File: src/rtl/hostlink_pkg.sv
package hostlink_pkg;

    localparam int WORD_W    = 64;
    localparam int HALF_W    = 32;
    localparam int FIELD_W   = 8;
    localparam int DEV_LSB   = 56;
    localparam int CMD_LSB   = 48;
    localparam int PAYLOAD_W = 48;
    localparam int CODE_W    = PAYLOAD_W - 1;

    localparam logic [FIELD_W-1:0] DEV_SYS  = 8'd0;
    localparam logic [FIELD_W-1:0] DEV_CON  = 8'd1;
    localparam logic [FIELD_W-1:0] CMD_EXIT = 8'd0;
    localparam logic [FIELD_W-1:0] CMD_GET  = 8'd0;
    localparam logic [FIELD_W-1:0] CMD_PUT  = 8'd1;

    typedef enum logic [1:0] {
        ST_IDLE,
        ST_DECODE,
        ST_PUT,
        ST_REPLY
    } ctrl_state_e;

    function automatic logic [PAYLOAD_W-1:0] char_resp(input logic [7:0] b);
        return {{(PAYLOAD_W-9){1'b0}}, 1'b1, b};
    endfunction

endpackage

File: src/rtl/hostlink_regs.sv
module hostlink_regs
    import hostlink_pkg::*;
#(
    parameter int ADDR_W = 4,
    parameter int FH_OFF = 0,
    parameter int TH_OFF = 8
) (
    input  logic                clk,
    input  logic                rst_n,
    input  logic                bus_sel,
    input  logic                bus_we,
    input  logic [ADDR_W-1:0]   bus_addr,
    input  logic [HALF_W-1:0]   bus_wdata,
    output logic [HALF_W-1:0]   bus_rdata,
    input  logic                rx_valid,
    input  logic [7:0]          rx_data,
    input  logic                reply_stb,
    input  logic [WORD_W-1:0]   reply_val,
    input  logic                park_stb,
    output logic [WORD_W-1:0]   to_word,
    output logic                cmd_start
);

    localparam logic [ADDR_W-1:0] A_FL = ADDR_W'(FH_OFF);
    localparam logic [ADDR_W-1:0] A_FH = ADDR_W'(FH_OFF + 4);
    localparam logic [ADDR_W-1:0] A_TL = ADDR_W'(TH_OFF);
    localparam logic [ADDR_W-1:0] A_TH = ADDR_W'(TH_OFF + 4);

    logic [WORD_W-1:0] to_q, fh_q, pend_q;
    logic              allow_q;
    logic              wr, rd, hit_fl, hit_fh, hit_tl, hit_th, any_hit;

    assign wr      = bus_sel && bus_we;
    assign rd      = bus_sel && !bus_we;
    assign hit_fl  = (bus_addr == A_FL);
    assign hit_fh  = (bus_addr == A_FH);
    assign hit_tl  = (bus_addr == A_TL);
    assign hit_th  = (bus_addr == A_TH);
    assign any_hit = hit_fl || hit_fh || hit_tl || hit_th;
    assign to_word = to_q;

    always_ff @(posedge clk) begin
        if (!rst_n) begin
            to_q      <= '0;
            fh_q      <= '0;
            pend_q    <= '0;
            allow_q   <= 1'b0;
            cmd_start <= 1'b0;
            bus_rdata <= '0;
        end else begin
            cmd_start <= 1'b0;
            if (reply_stb || park_stb) begin
                to_q <= '0;
            end else if (wr && hit_tl) begin
                if (to_q == '0) begin
                    to_q    <= {{HALF_W{1'b0}}, bus_wdata};
                    allow_q <= 1'b1;
                end else begin
                    allow_q <= 1'b0;
                end
            end else if (wr && hit_th && allow_q) begin
                to_q[WORD_W-1:HALF_W] <= to_q[WORD_W-1:HALF_W] | bus_wdata;
                cmd_start             <= 1'b1;
            end

            if (park_stb) begin
                pend_q <= to_q;
            end

            if (reply_stb) begin
                fh_q <= reply_val;
            end else if (rx_valid) begin
                fh_q <= {pend_q[WORD_W-1:CMD_LSB], char_resp(rx_data)};
            end else if (wr && hit_fl) begin
                fh_q <= {{HALF_W{1'b0}}, bus_wdata};
            end else if (wr && hit_fh) begin
                fh_q[WORD_W-1:HALF_W] <= fh_q[WORD_W-1:HALF_W] | bus_wdata;
            end

            if (rd) begin
                if (hit_fl)      bus_rdata <= fh_q[HALF_W-1:0];
                else if (hit_fh) bus_rdata <= fh_q[WORD_W-1:HALF_W];
                else if (hit_tl) bus_rdata <= to_q[HALF_W-1:0];
                else if (hit_th) bus_rdata <= to_q[WORD_W-1:HALF_W];
                else             bus_rdata <= '0;
            end
        end
    end

    AST_TOHOST_LOCKED: assert property (@(posedge clk) disable iff (!rst_n)
        (wr && hit_tl && (to_q != '0) && !reply_stb && !park_stb) |=> $stable(to_q));

    AST_HANDLED_CLEARS: assert property (@(posedge clk) disable iff (!rst_n)
        (reply_stb || park_stb) |=> (to_q == '0));

    AST_UNMAPPED_INERT: assert property (@(posedge clk) disable iff (!rst_n)
        (wr && !any_hit && !reply_stb && !park_stb && !rx_valid)
            |=> ($stable(to_q) && $stable(fh_q)));

endmodule

File: src/rtl/hostlink_ctrl.sv
module hostlink_ctrl
    import hostlink_pkg::*;
(
    input  logic                clk,
    input  logic                rst_n,
    input  logic                cmd_start,
    input  logic [WORD_W-1:0]   to_word,
    input  logic                tx_ready,
    output logic                tx_valid,
    output logic [7:0]          tx_data,
    output logic                exit_pulse,
    output logic [CODE_W-1:0]   exit_code,
    output logic                reply_stb,
    output logic [WORD_W-1:0]   reply_val,
    output logic                park_stb
);

    ctrl_state_e          state_q, state_d;
    logic [WORD_W-1:0]    word_q;
    logic [PAYLOAD_W-1:0] resp_q, resp_d;
    logic [FIELD_W-1:0]   dev, cmd;
    logic                 is_exit, is_get, is_put;

    assign dev     = word_q[WORD_W-1:DEV_LSB];
    assign cmd     = word_q[DEV_LSB-1:CMD_LSB];
    assign is_exit = (dev == DEV_SYS) && (cmd == CMD_EXIT) && word_q[0];
    assign is_get  = (dev == DEV_CON) && (cmd == CMD_GET);
    assign is_put  = (dev == DEV_CON) && (cmd == CMD_PUT);

    always_ff @(posedge clk) begin
        if (!rst_n) begin
            state_q <= ST_IDLE;
            word_q  <= '0;
            resp_q  <= '0;
        end else begin
            state_q <= state_d;
            resp_q  <= resp_d;
            if (state_q == ST_IDLE && cmd_start) begin
                word_q <= to_word;
            end
        end
    end

    always_comb begin
        state_d = state_q;
        resp_d  = resp_q;
        unique case (state_q)
            ST_IDLE: begin
                if (cmd_start) state_d = ST_DECODE;
            end
            ST_DECODE: begin
                resp_d = '0;
                if (is_get)      state_d = ST_IDLE;
                else if (is_put) state_d = ST_PUT;
                else             state_d = ST_REPLY;
            end
            ST_PUT: begin
                if (tx_ready) begin
                    state_d = ST_REPLY;
                    resp_d  = char_resp(word_q[7:0]);
                end
            end
            ST_REPLY: begin
                state_d = ST_IDLE;
            end
            default: state_d = ST_IDLE;
        endcase
    end

    always_comb begin
        tx_valid   = (state_q == ST_PUT);
        tx_data    = word_q[7:0];
        exit_pulse = (state_q == ST_DECODE) && is_exit;
        exit_code  = word_q[PAYLOAD_W-1:1];
        park_stb   = (state_q == ST_DECODE) && is_get;
        reply_stb  = (state_q == ST_REPLY);
        reply_val  = {word_q[WORD_W-1:CMD_LSB], resp_q};
    end

    AST_TX_HOLD: assert property (@(posedge clk) disable iff (!rst_n)
        (tx_valid && !tx_ready) |=> (tx_valid && $stable(tx_data)));

    AST_EXIT_SINGLE: assert property (@(posedge clk) disable iff (!rst_n)
        exit_pulse |=> !exit_pulse);

    AST_EXIT_REPLIES: assert property (@(posedge clk) disable iff (!rst_n)
        exit_pulse |=> reply_stb);

endmodule

File: src/rtl/hostlink_mbox.sv
module hostlink_mbox
    import hostlink_pkg::*;
#(
    parameter int ADDR_W = 4,
    parameter int FH_OFF = 0,
    parameter int TH_OFF = 8
) (
    input  logic                 clk,
    input  logic                 rst_n,
    input  logic                 bus_sel,
    input  logic                 bus_we,
    input  logic [ADDR_W-1:0]    bus_addr,
    input  logic [31:0]          bus_wdata,
    output logic [31:0]          bus_rdata,
    output logic                 tx_valid,
    input  logic                 tx_ready,
    output logic [7:0]           tx_data,
    input  logic                 rx_valid,
    input  logic [7:0]           rx_data,
    output logic                 exit_pulse,
    output logic [46:0]          exit_code
);

    logic [WORD_W-1:0] to_word, reply_val;
    logic              cmd_start, reply_stb, park_stb;

    hostlink_regs #(
        .ADDR_W (ADDR_W),
        .FH_OFF (FH_OFF),
        .TH_OFF (TH_OFF)
    ) regs_i (
        .clk       (clk),
        .rst_n     (rst_n),
        .bus_sel   (bus_sel),
        .bus_we    (bus_we),
        .bus_addr  (bus_addr),
        .bus_wdata (bus_wdata),
        .bus_rdata (bus_rdata),
        .rx_valid  (rx_valid),
        .rx_data   (rx_data),
        .reply_stb (reply_stb),
        .reply_val (reply_val),
        .park_stb  (park_stb),
        .to_word   (to_word),
        .cmd_start (cmd_start)
    );

    hostlink_ctrl ctrl_i (
        .clk        (clk),
        .rst_n      (rst_n),
        .cmd_start  (cmd_start),
        .to_word    (to_word),
        .tx_ready   (tx_ready),
        .tx_valid   (tx_valid),
        .tx_data    (tx_data),
        .exit_pulse (exit_pulse),
        .exit_code  (exit_code),
        .reply_stb  (reply_stb),
        .reply_val  (reply_val),
        .park_stb   (park_stb)
    );

endmodule

File: config.mk
export PLATFORM = sky130hd
export DESIGN_NAME = hostlink_mbox
export DESIGN_NICKNAME = d
export VERILOG_FILES = /design/src/rtl/hostlink_pkg.sv /design/src/rtl/hostlink_regs.sv /design/src/rtl/hostlink_ctrl.sv /design/src/rtl/hostlink_mbox.sv
export SDC_FILE = /design/constraint.sdc
export NUM_CORES = 1
export LEC_CHECK = 0
export BUFFER_PORTS_ARGS = -buffer_cell sky130_fd_sc_hd__buf_2
export CORE_UTILIZATION = 55
export CTS_BUF_LIST = sky130_fd_sc_hd__clkbuf_16
export CTS_CLUSTER_SIZE = 16
export DETAILED_ROUTE_END_ITERATION = 8
export PLACE_DENSITY = 0.76
export REMOVE_ABC_BUFFERS = 1
export SLEW_MARGIN = 20
export SYNTH_ARGS = -nofsm -noshare
export SYNTH_HDL_FRONTEND = slang
export SYNTH_SLANG_ARGS = --single-unit
File: constraint.sdc
create_clock -name clk -period 2.8 [get_ports clk]
set_input_delay 0.14 -clock clk [delete_from_list [all_inputs] [get_ports clk]]
set_output_delay 0.14 -clock clk [all_outputs]
set_load 0.02 [all_outputs]
==> results.cfg, run 1 <==
[power]
swShare_pct = 22.9
fin_total_pwr_w = 0.00751
p_int_w = 0.00579
seq_power_share_pct = 48.8
clock_power_share_pct = 45.3
ir_drop_mv = 0.556
p_comb_share_pct = 5.9
p_per_area_mw_per_mm2 = 629
switching_power_w = 0.00172
p_leak_nw = 4.97

[synthesis]
yosysSeqAreaShare_pct = 51.1
ys_warn_count = 0
yosysTopAreaCellShare_pct = 51.1
netlist_area_mm2 = 0.00992
ys_ff_latch = 253
yosysTopAreaCell = dfxtp_1
synthTopCellsByArea = dfxtp_1 (51%), a21oi_1 (9.9%), a22o_1 (7.7%)
synth_cell_types = 37
synthCells = 1123
syn_avg_cell_area_um2 = 8.83

[setup_path]
max_stage_delay_ns = 0.50
crit_top_cell = nor2b_1
cp_max_fo = 9
cp_slowest_cell = dfxtp_1
cp.buffers_inverters = 1
required_ns = 2.66
startpoint_type = flip-flop
critPathKind = reg -> out
worstSetupEndpointType = output pin
arrival_ns = 2.16
cp_top_family = simple AND/OR/NAND/NOR gates
worstPathCellList = nor2b_1 -> nor2b_1 -> and4b_1 -> buf_2

[global_routing]
grt_overflow = 0
antenna_found_initial = 0
grt_max_degree = 76
grt_pass1_wl_um = 47200
grt_use_total_pct = 32.6
grt_pass1_vias = 8884

[timing]
fmax_ghz = 0.435
holdWs_ns = 0.0826
setup_viol = 0
fin_tns_setup_ns = 0
min_period_over_period_pct = 82.2
finalHoldViolations = 0
min_period_ns = 2.30
drv_slew = 0
worst-slew-pin-transition_ns = 0.835
final.setup_skew_ns = 0.0168
relSlewSlack_pct = 44.3
rsz0062_at_grt = false

[status]
status = finished clean

[drt]
ant_nets = 0
dr_total_vias = 9212
routed_wl_um = 30400
first_pass_iters = 5
wl_per_cell_um = 20.3
vias_per_cell = 6.14
drtIter0Drc = 939
drcViolationCount = 0

[floorplanning]
start_util_pct = 56.8
die_x_um = 136
io_pins = 139
rows = 48
die_y_um = 136
dieArea_mm2 = 0.0186
core-area_mm2 = 0.0175

[clocking]
cts.sinks = 253
cts_max_level = 1
post_cts_resized = 0
cts_buffer_depth = 3
cts_buffers = 25
clk_pin_slew_ns = 0.07
cts_root_buffer = clkbuf_16
clock_latency_ns = 0.53
cts_tree = done

[layout]
nFillCells = 1393
area_growth_syn_to_layout_pct = 20.3
antennaDiodeCount = 0
fin_util_pct = 68.3
nNetsFinal = 1306
post_route_cells_drive_above_1_share_pct = 17.3

[hold_path]
hold_path.class = in -> reg

[placed_design]
numPortBuffers = 138
dpl.hpwl_um = 19000
gp_congestion = 0.840

[flow_run]
maxCapViolCount = 0
## synth_stat cells
library cell and n:
and3b_1 1, a311o_1 1, inv_1 12, a31oi_1 1, and4b_1 1, or2_1 1, clkbuf_1 74, nor3_1 5
o21a_1 1, o21ai_0 27, nand2b_1 10, o21ai_1 2, buf_1 9, nor4_4 1, buf_2 3, nor2_1 102
nor2b_1 4, or3b_1 1, nor4_1 19, buf_6 5, a221oi_1 33, a22o_1 87, a211oi_1 9, and4_1 5
nand3_1 18, dfxtp_1 253, and3_1 1, and2_1 4, a311oi_2 1, a21oi_1 196, nor3b_1 1, buf_4 7
a211o_1 7, nand4_1 2, mux2i_1 56, nand2_1 162, or3_1 1
## registers in the layout, indices dropped and copies added (netlist names), named ones only
name	cells
regs_i.bus_rdata	32
regs_i.to_word	64
ctrl_i.resp_q	9
ctrl_i.state_q	1
regs_i.allow_q	1
ctrl_i.word_q	64
regs_i.fh_q	64
regs_i.cmd_start	1
regs_i.pend_q	16
## cells by family (layout without fill, tap and decap cells)
family	count (synthesis)	count (layout)	synth area share, %
compound gates	365	365	23.6
simple gates	339	339	14.8
mux	56	56	5.65
buf+inv	110	262	4.84
flops	253	253	51.1
## layout by cell type, fill, tap and decap left out, types with 16 or more instances in the layout
master,instances
dfxtp_1,253
a21oi_1,195
nand2_1,161
buf_2,138
nor2_1,101
a22o_1,87
mux2i_1,56
a221oi_1,33
dlygate4sd3_1,32
buf_4,32
o21ai_0,27
clkbuf_16,25
nor4_1,19
nand3_1,18
inv_1,16
## worst reg2reg max path, delay by kind of cell (launching register included)
kind                   cells  cell delay [ns]
and+or+nand+nor            3             0.63
buffers and inverters      2             0.54
AOI/OAI and AO/OA          2             0.61
DFF                        1             0.32
## path summary, 6_finish.rpt
check	endpoint	cells after the start	start	slack [ns]
min reg2reg	regs_i.fh_q[63]	2	regs_i.fh_q[63]	0.44
max reg2reg	regs_i.to_word[31]	7	flip-flop	0.64
min	regs_i.fh_q[63]	3	rst_n	0.08
max	exit_pulse	4	ctrl_i.state_q[0]	0.50
## repair_timing
action / CTS / global route
hold buffers: 32 / 0
endpoints found under the hold margin: 109 / 0
setup buffers: 0 / 0
## stage by stage
stage	setup slack, ns	std cells	area (µm²)
after global placement	0.686	1422	10800
after CTS	0.523	1500	11900
after detailed placement	0.647	1422	10800
after global routing	0.360	1500	11900
after floorplan	-3.28	1025	9480
final	0.500	1500	11900
## per-layer routing
| metal | track usage [%] | wire length (µm) | vias to the layer above |
|---|---|---|---|
| met2 | 53.7 | 14300 | 478 |
| met3 | 4.85 | 2500 | 95 |
| met4 | 13.8 | 1120 | 0 |
| li1 | - | - | 4271 |
| met5 | 0 | 0 | - |
| met1 | 42.6 | 12400 | 4368 |
## area by class of cell
class / count / area [µm²] / area share [%]
Sequential cell: 253 / 5060 / 42.4
Multi-Input combinational cell: 760 / 4420 / 37.0
Timing Repair Buffer: 204 / 1290 / 10.8
Clock buffer: 25 / 626 / 5.24
Tap cell: 225 / 282 / 2.36
Clock inverter: 21 / 204 / 1.71
Inverter: 12 / 46.3 / 0.388
## power by group through the flow
stage / Combinational [W] / Sequential [W] / Clock, W
floorplan: 0.000188 / 0.00375 / 0
global placement: 0.000395 / 0.00374 / 0
detailed placement: 0.000398 / 0.00374 / 0
CTS: 0.000434 / 0.00366 / 0.00342
global route: 0.000472 / 0.00367 / 0.00357
finish: 0.000443 / 0.00366 / 0.00340
Power figures use the tool's default switching activity.
==> run 2, diff against run 1 <==
--- a/config.mk
+++ b/config.mk
@@ -6,11 +6,11 @@
 export NUM_CORES = 1
 export LEC_CHECK = 0
 export BUFFER_PORTS_ARGS = -buffer_cell sky130_fd_sc_hd__buf_2
-export CORE_UTILIZATION = 55
+export CORE_UTILIZATION = 51
 export CTS_BUF_LIST = sky130_fd_sc_hd__clkbuf_16
 export CTS_CLUSTER_SIZE = 16
 export DETAILED_ROUTE_END_ITERATION = 8
-export PLACE_DENSITY = 0.76
+export PLACE_DENSITY = 0.74
 export REMOVE_ABC_BUFFERS = 1
 export SLEW_MARGIN = 20
 export SYNTH_ARGS = -nofsm -noshare
==> constraint.sdc (replaced) <==
create_clock -name clk -period 2.06 [get_ports clk]
set_input_delay 0.103 -clock clk [delete_from_list [all_inputs] [get_ports clk]]
set_output_delay 0.103 -clock clk [all_outputs]
set_load 0.02 [all_outputs]
==> results.cfg, run 2 (synthesis results as in run 1) <==
[timing]
relSlewSlack_pct = 56.4
fmax_ghz = 0.500
worst-slew-pin-transition_ns = 0.653
min_period_over_period_pct = 97.1
final.setup_skew_ns = 0.0142
min_period_ns = 2.00
setup_ws_ns = 0.0594
rsz0062_at_grt = false
holdWs_ns = 0.0890
drv_slew = 0
finalHoldViolations = 0
setup_viol = 0

[drt]
routed_wl_um = 30800
first_pass_iters = 5
drcViolationCount = 0
drtIter0Drc = 870
wl_per_cell_um = 19.7
dr_total_vias = 9241
ant_nets = 0
vias_per_cell = 5.92

[floorplanning]
die_x_um = 141
start_util_pct = 52.5
io_pins = 139
rows = 50
die_y_um = 141
dieArea_mm2 = 0.0200
core-area_mm2 = 0.0189

[global_routing]
grt_pass1_wl_um = 47700
grt_overflow = 0
grt_max_degree = 110
grt_use_total_pct = 30.3
grt_pass1_vias = 8602
antenna_found_initial = 0

[clocking]
cts_root_buffer = clkbuf_16
clock_latency_ns = 0.53
cts_tree = done
clk_pin_slew_ns = 0.06
cts.sinks = 253
cts_buffers = 26
cts_max_level = 1
cts_buffer_depth = 3

[status]
status = finished clean

[placed_design]
gp_congestion = 0.888
numPortBuffers = 138
place_ws_ns = 0.102
dp_cells = 1479
dpl.hpwl_um = 19700

[layout]
layout.cells.most_common = dfxtp_1
nNetsFinal = 1330
final_cell_mix = dfxtp_1 (249), a21oi_1 (195), nand2_1 (161), buf_2 (137), nor2_1 (101)
antennaDiodeCount = 0
area_growth_syn_to_layout_pct = 24.1
post_route_cells_drive_above_1_share_pct = 19.6
fin_util_pct = 65.2
final_cell_count_no_fill = 1560
nFillCells = 1615

[setup_path]
r2r_start = regs_i.to_word[1]
cp_max_fo = 3
worstSetupEndpointType = output pin
startpoint_type = flip-flop
critPathKind = reg -> out
rr_worst_depth = 6
rrSetupSlack_ns = 0.12
arrival_ns = 1.90
required_ns = 1.96
r2r_end = regs_i.to_word[15]

[power]
swShare_pct = 22.8
fin_total_pwr_w = 0.0104
ir_drop_mv = 0.688
p_comb_share_pct = 6.0
seq_power_share_pct = 47.7
p_leak_nw = 5.17
switching_power_w = 0.00238
p_int_w = 0.00805
clock_power_share_pct = 46.2
p_per_area_mw_per_mm2 = 847

[hold_path]
hold_path.class = in -> reg
hold_end = regs_i.fh_q[2]
whs_path_depth = 5
min-delay-start = rx_data[2]

[flow_run]
maxCapViolCount = 0
-- run 2: cell count changes in the layout (fill, tap and decap cells not counted), moves of 2 or more --
cell        previous run  this run
dfxtp_1              253       249
nor4_4                 1         4
clkbuf_16             25        27
buf_4                 32        51
clkinv_2               4         7
dfxtp_2                0         2
nor4_1                19        15
dfxtp_4                0         2
buf_12                 2         6
clkinvlp_4             3         0
-- run 2: final cells by class --
cell class / count / area [µm²] / share of cell area, %
flip-flops and latches: 253 / 5070 / 41.2
multi-input cells: 760 / 4470 / 36.3
repair buffers: 227 / 1520 / 12.3
clock buffers: 27 / 676 / 5.49
well taps: 260 / 325 / 2.64
clock inverters: 21 / 196 / 1.60
inverters: 12 / 46.3 / 0.376
-- run 2: worst max-delay path by stage --
stage | start | end | slack, ns | depth (start not counted)
floorplan | bus_addr[3] | regs_i.fh_q[10] | -3.98 | 4
global placement | bus_addr[1] | regs_i.to_word[15] | 0.09 | 8
detailed placement | bus_addr[1] | regs_i.to_word[27] | 0.10 | 8
CTS | ctrl_i.word_q[52] | exit_pulse | 0.005 | 5
global route | ctrl_i.state_q[0] | exit_pulse | 0.004 | 5
finish | ctrl_i.word_q[49] | exit_pulse | 0.06 | 4
-- run 2: worst max-delay path: stages, from the launching register on --
cell and delay [ns]:
dfxtp_4 0.36, nor4_4 0.33, and4_4 0.29, and4b_2 0.27, buf_6 0.13
-- run 2: power groups by stage --
stage / Combinational, W / Clock (W) / Sequential (W)
floorplan: 0.000255 / 0 / 0.00509
global placement: 0.000560 / 0 / 0.00509
detailed placement: 0.000567 / 0 / 0.00509
CTS: 0.000618 / 0.00485 / 0.00498
global route: 0.000670 / 0.00506 / 0.00498
finish: 0.000630 / 0.00482 / 0.00498
-- run 2: layer usage --
layer	global-route usage, %	vias to the layer above	wire length, µm
met1	40.0	4435	13000
met3	3.71	62	2320
met4	10.8	0	816
met2	51.4	448	14700
li1	-	4296	-
met5	0	-	0
-- run 2: metrics by stage --
stage	setup TNS, ns	cell area [µm²]
after floorplan	-359.47	9480
after global placement	0	11000
after detailed placement	0	11000
after CTS	0	12300
after global routing	0	12300
final	0	12300
-- run 2: timing repair --
item	4_1_cts	5_1_grt
endpoints found under the setup margin	1	3
hold buffers	32	0
buffers inserted	1	1
cloned	0	0
pin swaps	3	3
hold endpoints to repair	112	0
resized for setup	12	6
